--- src/rtl/iowin_cfg_pkg.sv ---
// Shared constants and encodings for the configuration I/O window block.
// Assumes dword-addressed configuration space of 64 dwords.
package iowin_cfg_pkg;
    localparam int CFG_OFF_W = 6;
    localparam logic [CFG_OFF_W-1:0] DW_IOWIN = 6'h08;
    localparam logic [CFG_OFF_W-1:0] DW_SUBID = 6'h0B;

    typedef enum logic [1:0] {
        PS_FULL  = 2'b00,
        PS_LOW1  = 2'b01,
        PS_LOW2  = 2'b10,
        PS_LOW3  = 2'b11
    } pwr_state_e;

    typedef enum logic [1:0] {
        IOSZ_BYTE = 2'b00,
        IOSZ_WORD = 2'b01,
        IOSZ_DWORD = 2'b10,
        IOSZ_RSVD = 2'b11
    } io_size_e;
endpackage

--- src/rtl/iowin_base_reg.sv ---
// I/O window base register: stores address bits ADDR_W-1:WIN_BITS with
// per-byte write enables; the read value shows zero above ADDR_W, zeros in
// the low window bits and a one in bit 0 marking I/O space.
// Assumes ADDR_W <= 32 and WIN_BITS >= 1.
module iowin_base_reg #(
    parameter int ADDR_W   = 16,
    parameter int WIN_BITS = 3
) (
    input  logic                       clk,
    input  logic                       rst_n,
    input  logic                       wr_sel,
    input  logic [3:0]                 be,
    input  logic [31:0]                wdata,
    output logic [ADDR_W-1:WIN_BITS]   base_q,
    output logic [31:0]                rd_val
);
    localparam int PAD_HI = 32 - ADDR_W;

    // Byte-masked update of the programmable base bits.
    always_ff @(posedge clk) begin
        if (!rst_n) begin
            base_q <= '0;
        end else if (wr_sel) begin
            for (int i = WIN_BITS; i < ADDR_W; i++) begin
                if (be[i/8]) base_q[i] <= wdata[i];
            end
        end
    end

    // Presentation of the register as a full dword.
    always_comb begin
        rd_val = {{PAD_HI{1'b0}}, base_q, {(WIN_BITS-1){1'b0}}, 1'b1};
    end

    // Base keeps its value in every cycle without a write.
    p_base_hold_r3: assert property (@(posedge clk) disable iff (!rst_n)
        !wr_sel |=> $stable(base_q));
endmodule

--- src/rtl/iowin_subid_reg.sv ---
// Write-once identifier register. The first write enabling any of its bytes
// stores those bytes and locks; only reset unlocks. Assumes ID_W is a
// multiple of 8 and at most 32.
module iowin_subid_reg #(
    parameter int ID_W = 16
) (
    input  logic            clk,
    input  logic            rst_n,
    input  logic            wr_sel,
    input  logic [3:0]      be,
    input  logic [31:0]     wdata,
    output logic [ID_W-1:0] id_q,
    output logic            locked_q,
    output logic [31:0]     rd_val
);
    localparam int NBYTES = ID_W / 8;

    logic touch;

    // A write counts only if it enables a byte of this register.
    always_comb begin
        touch = wr_sel && (|be[NBYTES-1:0]);
    end

    // Store enabled bytes on the first touching write, then lock.
    always_ff @(posedge clk) begin
        if (!rst_n) begin
            id_q     <= '0;
            locked_q <= 1'b0;
        end else if (touch && !locked_q) begin
            for (int b = 0; b < NBYTES; b++) begin
                if (be[b]) id_q[b*8 +: 8] <= wdata[b*8 +: 8];
            end
            locked_q <= 1'b1;
        end
    end

    // Dword view with zero above the identifier.
    always_comb begin
        rd_val = 32'(id_q);
    end

    // Lock is sticky until reset.
    p_lock_sticky_r7: assert property (@(posedge clk) disable iff (!rst_n)
        locked_q |=> locked_q);
    // Locked value never changes.
    p_locked_stable_r7: assert property (@(posedge clk) disable iff (!rst_n)
        locked_q |=> $stable(id_q));
endmodule

--- src/rtl/iowin_claim.sv ---
// Combinational claim of processor I/O cycles against the programmed window.
// Assumes the window spans 2**WIN_BITS bytes aligned to its size.
module iowin_claim
    import iowin_cfg_pkg::*;
#(
    parameter int ADDR_W   = 16,
    parameter int WIN_BITS = 3
) (
    input  logic [ADDR_W-1:WIN_BITS] base,
    input  logic                     io_req,
    input  logic [ADDR_W-1:0]        io_addr,
    input  logic [1:0]               io_size,
    input  logic                     io_space_en,
    input  logic [1:0]               pwr_state,
    input  logic                     dev_on,
    input  logic                     fuse_dis,
    output logic                     claim
);
    logic access_ok;
    logic size_ok;
    logic hit;

    // Gate, size legality and window match combined into the claim.
    always_comb begin
        access_ok = (pwr_state == PS_FULL) && io_space_en && dev_on && !fuse_dis;
        size_ok   = (io_size != IOSZ_RSVD);
        hit       = (io_addr[ADDR_W-1:WIN_BITS] == base);
        claim     = io_req && access_ok && size_ok && hit;
    end
endmodule

--- src/rtl/iowin_cfg_top.sv ---
// Configuration slice with an I/O window base register, a write-once
// identifier and a same-cycle I/O claim. Reads are registered (one clock).
// Assumes single-cycle configuration strobes.
module iowin_cfg_top
    import iowin_cfg_pkg::*;
#(
    parameter int ADDR_W   = 16,
    parameter int WIN_BITS = 3,
    parameter int ID_W     = 16
) (
    input  logic                 clk,
    input  logic                 rst_n,
    input  logic                 cfg_wr_en,
    input  logic                 cfg_rd_en,
    input  logic [CFG_OFF_W-1:0] cfg_dw_off,
    input  logic [3:0]           cfg_be,
    input  logic [31:0]          cfg_wdata,
    output logic [31:0]          cfg_rdata,
    input  logic                 io_space_en,
    input  logic [1:0]           pwr_state,
    input  logic                 dev_on,
    input  logic                 fuse_dis,
    input  logic                 io_req,
    input  logic [ADDR_W-1:0]    io_addr,
    input  logic [1:0]           io_size,
    output logic                 io_claim
);
    logic                     wr_win;
    logic                     wr_id;
    logic [ADDR_W-1:WIN_BITS] base_q;
    logic [31:0]              win_rd;
    logic [ID_W-1:0]          id_q;
    logic                     id_locked;
    logic [31:0]              id_rd;

    // Offset decode for writes.
    always_comb begin
        wr_win = cfg_wr_en && (cfg_dw_off == DW_IOWIN);
        wr_id  = cfg_wr_en && (cfg_dw_off == DW_SUBID);
    end

    iowin_base_reg #(.ADDR_W(ADDR_W), .WIN_BITS(WIN_BITS)) u_base (
        .clk(clk), .rst_n(rst_n), .wr_sel(wr_win), .be(cfg_be),
        .wdata(cfg_wdata), .base_q(base_q), .rd_val(win_rd)
    );

    iowin_subid_reg #(.ID_W(ID_W)) u_subid (
        .clk(clk), .rst_n(rst_n), .wr_sel(wr_id), .be(cfg_be),
        .wdata(cfg_wdata), .id_q(id_q), .locked_q(id_locked), .rd_val(id_rd)
    );

    iowin_claim #(.ADDR_W(ADDR_W), .WIN_BITS(WIN_BITS)) u_claim (
        .base(base_q), .io_req(io_req), .io_addr(io_addr), .io_size(io_size),
        .io_space_en(io_space_en), .pwr_state(pwr_state), .dev_on(dev_on),
        .fuse_dis(fuse_dis), .claim(io_claim)
    );

    // Registered read mux; zero when idle or for unmapped offsets.
    always_ff @(posedge clk) begin
        if (!rst_n) begin
            cfg_rdata <= '0;
        end else if (cfg_rd_en) begin
            case (cfg_dw_off)
                DW_IOWIN: cfg_rdata <= win_rd;
                DW_SUBID: cfg_rdata <= id_rd;
                default:  cfg_rdata <= '0;
            endcase
        end else begin
            cfg_rdata <= '0;
        end
    end

    // No claim outside the permitted access conditions.
    p_claim_gated_r5: assert property (@(posedge clk) disable iff (!rst_n)
        io_claim |-> (pwr_state == PS_FULL && io_space_en && dev_on && !fuse_dis));
    // A claim always lies inside the stored window.
    p_claim_in_window_r6: assert property (@(posedge clk) disable iff (!rst_n)
        io_claim |-> (io_req && io_addr[ADDR_W-1:WIN_BITS] == base_q));
    // Read data is zero after a cycle without a read.
    p_rdata_idle_r8: assert property (@(posedge clk) disable iff (!rst_n)
        !cfg_rd_en |=> (cfg_rdata == 32'h0));
endmodule

--- config.mk ---
export PLATFORM = sky130hd
export DESIGN_NAME = iowin_cfg_top
export DESIGN_NICKNAME = d
export VERILOG_FILES = /design/src/rtl/iowin_cfg_pkg.sv /design/src/rtl/iowin_base_reg.sv /design/src/rtl/iowin_subid_reg.sv /design/src/rtl/iowin_claim.sv /design/src/rtl/iowin_cfg_top.sv
export SDC_FILE = /design/constraint.sdc
export NUM_CORES = 1
export LEC_CHECK = 0
export BUFFER_PORTS_ARGS = -buffer_cell sky130_fd_sc_hd__buf_4
export CORE_UTILIZATION = 50
export DETAILED_ROUTE_END_ITERATION = 8
export HOLD_SLACK_MARGIN = 0.1
export PLACE_DENSITY = 0.75
export SYNTH_ARGS = -nofsm -noshare
export SYNTH_HDL_FRONTEND = slang
export SYNTH_HIERARCHICAL = 1
export SYNTH_SLANG_ARGS = --single-unit
--- constraint.sdc ---
create_clock -name clk -period 3.95 [get_ports clk]
set_input_delay 0.5925 -clock clk [delete_from_list [all_inputs] [get_ports clk]]
set_output_delay 0.5925 -clock clk [all_outputs]
set_load 0.005 [all_outputs]
# Word-level counts from Yosys, hierarchy flattened
# Index checks and enable logic that the tools add are counted.
[totals]
ff_bits = 62
latchBits = 0
ram_bits = 0
mem_bits_ro = 0
inputBits = 70
out_inout_bits = 33
word_cells = 30
n_memories = 0
[classes]
add_sub_neg = 0
multipliers = 0
div_mod_pow = 0
n_lt_le_gt_ge = 0
eq_ne = 4
n_shift = 0
mux = 1
bitwise_logic = 0
n_reduce_logical = 19
[ops]
columns = ["operator", "count"]
rows = [
  ["16-bit case mux with 2 select lines", 1],
  ["13-bit equality test", 1],
  ["6-bit by 4-bit equality test with 1-bit output (second input constant)", 2],
  ["1-bit logical AND", 10],
  ["2-bit AND reduction", 5],
  ["1-bit zero test", 2],
  ["2-bit zero test", 1],
  ["2-bit != test (second input constant)", 1],
  ["2-bit OR reduction", 1],
]

# Depth between registers and ports, before layout
[depth]
depth_word = 7
mapped_depth = 8
ltp_nobuf = 4

# By module
# Netlist, hierarchy kept.
[modules_own_cells]
columns = ["mod", "n_inst", "cells_each", "area_per_inst_um2", "seq_area_each_um2"]
rows = [
  ["iowin_cfg_top", 1, 155, 1621.6, 640.6],
  ["iowin_subid_reg", 1, 108, 939.7, 340.3],
  ["iowin_base_reg", 1, 94, 795.8, 260.2],
  ["iowin_claim", 1, 21, 170.2, 0.0],
]

# Worst setup path after synthesis
# No wires, ideal clock.
[synth_timing]
kind = "in2reg"
start = "input port cfg_dw_off[5]"
end = "register u_base/base_q[10] in the netlist's numbering"
setup_time_ns = 0.115
arrival_time_ns = 2.105
required_time_ns = 3.835
setup_slack_ns = 1.730
path_stages = 7
path_buffers = 3
path_cell_list = "or4b_1 buf_6 buf_6 nor4_2 and2_4 buf_6 o21ai_2"
[synth_via]
elab_chain_len = 3
[synth_lines]
columns = ["item", "line_no", "source"]
rows = [
  ["start: declaration", "iowin_cfg_top.sv:15", "input logic [CFG_OFF_W-1:0] cfg_dw_off,"],
  ["6-bit by 4-bit equality test with 1-bit output", "iowin_cfg_top.sv:38", "wr_win = cfg_wr_en && (cfg_dw_off == DW_IOWIN);"],
  ["1-bit logical AND", "iowin_cfg_top.sv:38", ""],
  ["via wr_win", "iowin_cfg_top.sv:28", "logic wr_win;"],
  ["2-bit AND reduction (no line)", "--", ""],
  ["end signal: indexed assignment", "iowin_base_reg.sv:25", "if (be[i/8]) base_q[i] <= wdata[i];"],
  ["end: declaration", "iowin_base_reg.sv:14", "output logic [ADDR_W-1:WIN_BITS] base_q,"],
]
# The timed path passes the listed nets, and every way through them passes these cells.
# A chain may end at the register's enable or synchronous reset.

# Worst setup path after layout
[layout_timing]
start = "input port cfg_dw_off[5]"
end = "register u_subid.id_q[3]"
[layout_via]
elab_chain_len = 5
[layout_lines]
columns = ["item", "line_no", "source"]
rows = [
  ["6-bit by 4-bit equality test with 1-bit output", "iowin_cfg_top.sv:39", "wr_id = cfg_wr_en && (cfg_dw_off == DW_SUBID);"],
  ["1-bit logical AND", "iowin_cfg_top.sv:39", ""],
  ["via wr_id", "iowin_cfg_top.sv:29", "logic wr_id;"],
  ["1-bit logical AND", "iowin_subid_reg.sv:22", "touch = wr_sel && (|be[NBYTES-1:0]);"],
  ["1-bit logical AND", "iowin_subid_reg.sv:30", "end else if (touch && !locked_q) begin"],
  ["2-bit AND reduction (no line)", "--", ""],
  ["end signal: indexed assignment", "iowin_subid_reg.sv:32", "if (be[b]) id_q[b*8 +: 8] <= wdata[b*8 +: 8];"],
  ["end: declaration", "iowin_subid_reg.sv:12", "output logic [ID_W-1:0] id_q,"],
]
# The timed path passes the listed nets, and every way through them passes these cells.

==> metrics.txt <==
number of synthesized flops with an enable pin=0; hold path cells=2; Site Rows=30; CTS sink cnt=62; required time of the worst setup path=between 4 and 5 ns; Final nets=around 480; CTS tree=yes; r2r setup slk=between 2 and 3 ns; hold_sp=u_subid/id_q[6]; H-tree Lvls=3; area of the multi-input gates=between 0.0015 and 0.002 sq mm; First DRT Iteration DRCs=between 100 and 150; routability cong.=roughly 0.8; CP bufs+invs=1; number of buffers created by CTS=9; worst slew pin tran=0.995 ns; Worst setup SP type=primary input; Crit. End Element=flip-flop; commonest cells in the synthesized netlist=buf_4 (66), dfxtp_1 (62), nand2_1 (47); initial antenna violation count=0; clk buf depth=2; synth top area cells=dfxtp_1 (35%), buf_4 (14%), a211oi_2 (9.9%), or3b_2 (7.9%), nand2_1 (5.0%); initial core utilization=about half; final hold violations=0; Worst R2R End=cfg_rdata[15]; Post-Syn Area per Cell=a little over 9 sq um; Static Leak=between 1 and 1.5 nW; PD cells=349 mW/mm^2; Die ar.=approximately 0.0074 sq mm; Max Fclk=between 400 and 500 MHz; n_diodes=0; die height=~86 um; Antenna Violating Nets Remaining=0; Worst Hold Class=flip-flop to flip-flop; period utilization=57.6%; CTS Hold Buffers Added=0; Post-CTS Setup Bufs=0; Yosys top cell by area=dfxtp_1; routed length per instance=~14 um; slowest cell on the critical path=or4b_2; vias in the first global route=between 2000 and 2500; CP peak stage delay=roughly 0.73 ns; Fill cells=584; Core Area=~0.0068 sq mm; PortBufs=between 80 and 90; Reg area=between 0.001 and 0.0015 sq mm; CP delay by family, top=simple AND/OR/NAND/NOR gates; IO Count=just over 100; Async SR Flop Fraction=0%; Max Cap Violations=0; Min Clock Period, post-route=approximately 2.3 ns; global-route wire length before repair=between 10000 and 15000 um; Pre-antenna DRT Iters=4; Finished Core Util=between 50% and 60%; overall routing resource usage=a little under a fifth; maximum VDD drop=~0.25 mV; routed vias/inst=5.02; Remaining DRCs=0; Reg clk slew, reported paths=0.07 ns; Worst EP arrival=2.54 ns; maximum number of pins on one net before global-route repair=67; worst r2r src=u_base/base_q[15]; Die Wd=86.0 um; layout cell share with drive strength beyond 1=between 40% and 50%; R2R cell count=2; Post-Synthesis Cell Area=around 0.0035 sq mm; RSZ-0062 raised after global routing=no; Setup-failing EPs final=0; post-synthesis cell type count=29; Vias=between 2000 and 3000; drt total wl=a little over 7000 um; CP max FO=8; CP cell instances=buf_4, or4b_2, nor3_1, and3b_1, mux2i_1; worst-skew pair later-pin latency=roughly 0.34 ns; Max Slew Vio Count=0; GR Overflow Total=0; WHS Endpoint=u_subid/id_q[6]; Post-Route Skew=about 0.009 ns; Rel. slew slack=between 30 and 40%; Seq/Total Area, Yosys=about a third; Root Buffer=clkbuf_8; Seq cells post-synth=62; crit path kind=primary input to flip-flop; Syn-to-layout area delta=11.2%; top-count cell post-synth=buf_4; Post-Syn Instances=378; Yosys top cell area share=roughly a third; total negative slack=0 ns; top_reg_cell synth=dfxtp_1; hpwl dp=~4500 um; status=complete, no violations; post-CTS sizing=0; Syn. warnings=6
-- how the worst max path moves through the flow --
stage	start	to	slack, ns	cells past startpoint
floorplan	cfg_dw_off[5]	u_base/base_q[10]	1.73	7
global placement	cfg_dw_off[5]	u_base/base_q[10]	1.39	5
detailed placement	cfg_dw_off[5]	u_subid/id_q[3]	1.31	5
CTS	cfg_dw_off[5]	u_subid/id_q[3]	1.68	5
global route	cfg_dw_off[5]	u_base/base_q[15]	1.58	6
finish	cfg_dw_off[5]	u_subid/id_q[3]	1.67	5
-- cells by family after synthesis --
kind of cell	synth area share [%]
muxes	4.54
DFF	35.2
xor gates and xnor gates	3.23
buffers and inverters	19.8
other	0.319
and+or+nand+nor	22.8
AOI/OAI and AO/OA	14.1
-- metal layers --
metal,GRT usage (%),routed length (um)
met5,0,0
met4,8.18,138
met3,5.29,388
met2,30.4,3530
met1,24.5,3030
-- cells in the final DEF, fill, tap and decap left out --
cell type / Yosys / layout
a211oi_1: 5 / 5
a211oi_2: 28 / 28
and2_1: 1 / 1
and2_4: 1 / 1
and3b_1: 2 / 2
buf_4: 66 / 83
bufinv_16: 0 / 2
clkbuf_8: 0 / 10
clkinv_2: 0 / 2
clkinvlp_4: 0 / 2
conb_1: 3 / 35
dfxtp_1: 62 / 62
inv_1: 2 / 2
mux2i_1: 16 / 16
nand2_1: 47 / 46
nand2_2: 0 / 1
nand3_1: 32 / 32
nand4_1: 16 / 16
nor3_1: 1 / 1
nor3_2: 1 / 1
nor4_1: 1 / 1
nor4_2: 1 / 1
nor4bb_1: 1 / 1
o21a_1: 2 / 2
o21ai_0: 5 / 5
o21ai_2: 8 / 8
or3b_2: 32 / 32
or4b_2: 0 / 1
xnor2_1: 9 / 9
xor2_1: 4 / 4
-- cell type report --
class / count / area share [%]
sequential: 62 / 31.6
timing repair buffer: 83 / 15.9
multi-input combinational: 249 / 43.6
inverter: 2 / 0.191
tap: 96 / 3.06
clock buffer: 10 / 3.51
clock inverter: 6 / 2.17
-- worst reg2reg max path, cell delays in order (launching register included) --
cell and delay (ns):
dfxtp_1 0.39, or3b_2 0.47, a211oi_2 0.25
-- sequential cells by signal (all words and copies together), names as in the netlist --
| name | count |
|---|---|
| u_subid/locked_q | 1 |
| u_subid/id_q | 16 |
| cfg_rdata | 32 |
| u_base/base_q | 13 |
-- metrics by stage --
| stage | hold WS, ns | std cells | worst slack, ns | power (mW) | instance area (sq um) |
|---|---|---|---|---|---|
| 6_report | 0.459 | 508 | 1.67 | 1.37 | 3920 |
| 3_3_place_gp | 0.442 | 492 | 1.39 | 0.756 | 3700 |
| 2_1_floorplan | 0.435 | 410 | 1.73 | 0.738 | 3650 |
| 5_1_grt | 0.475 | 508 | 1.58 | 1.42 | 3920 |
| 3_5_place_dp | 0.448 | 492 | 1.31 | 0.758 | 3700 |
| 4_1_cts | 0.460 | 508 | 1.68 | 1.38 | 3920 |
-- power breakdown --
| part | internal [mW] | total (mW) | leakage [nW] | switching (mW) |
|---|---|---|---|---|
| sequential | 0.626 | 0.627 | 0.499 | 0.000659 |
| combinational | 0.0505 | 0.119 | 0.840 | 0.0682 |
| clock | 0.370 | 0.622 | 0.108 | 0.252 |
| total | 1.05 | 1.37 | 1.45 | 0.321 |
(Power assumes the default switching activity.)
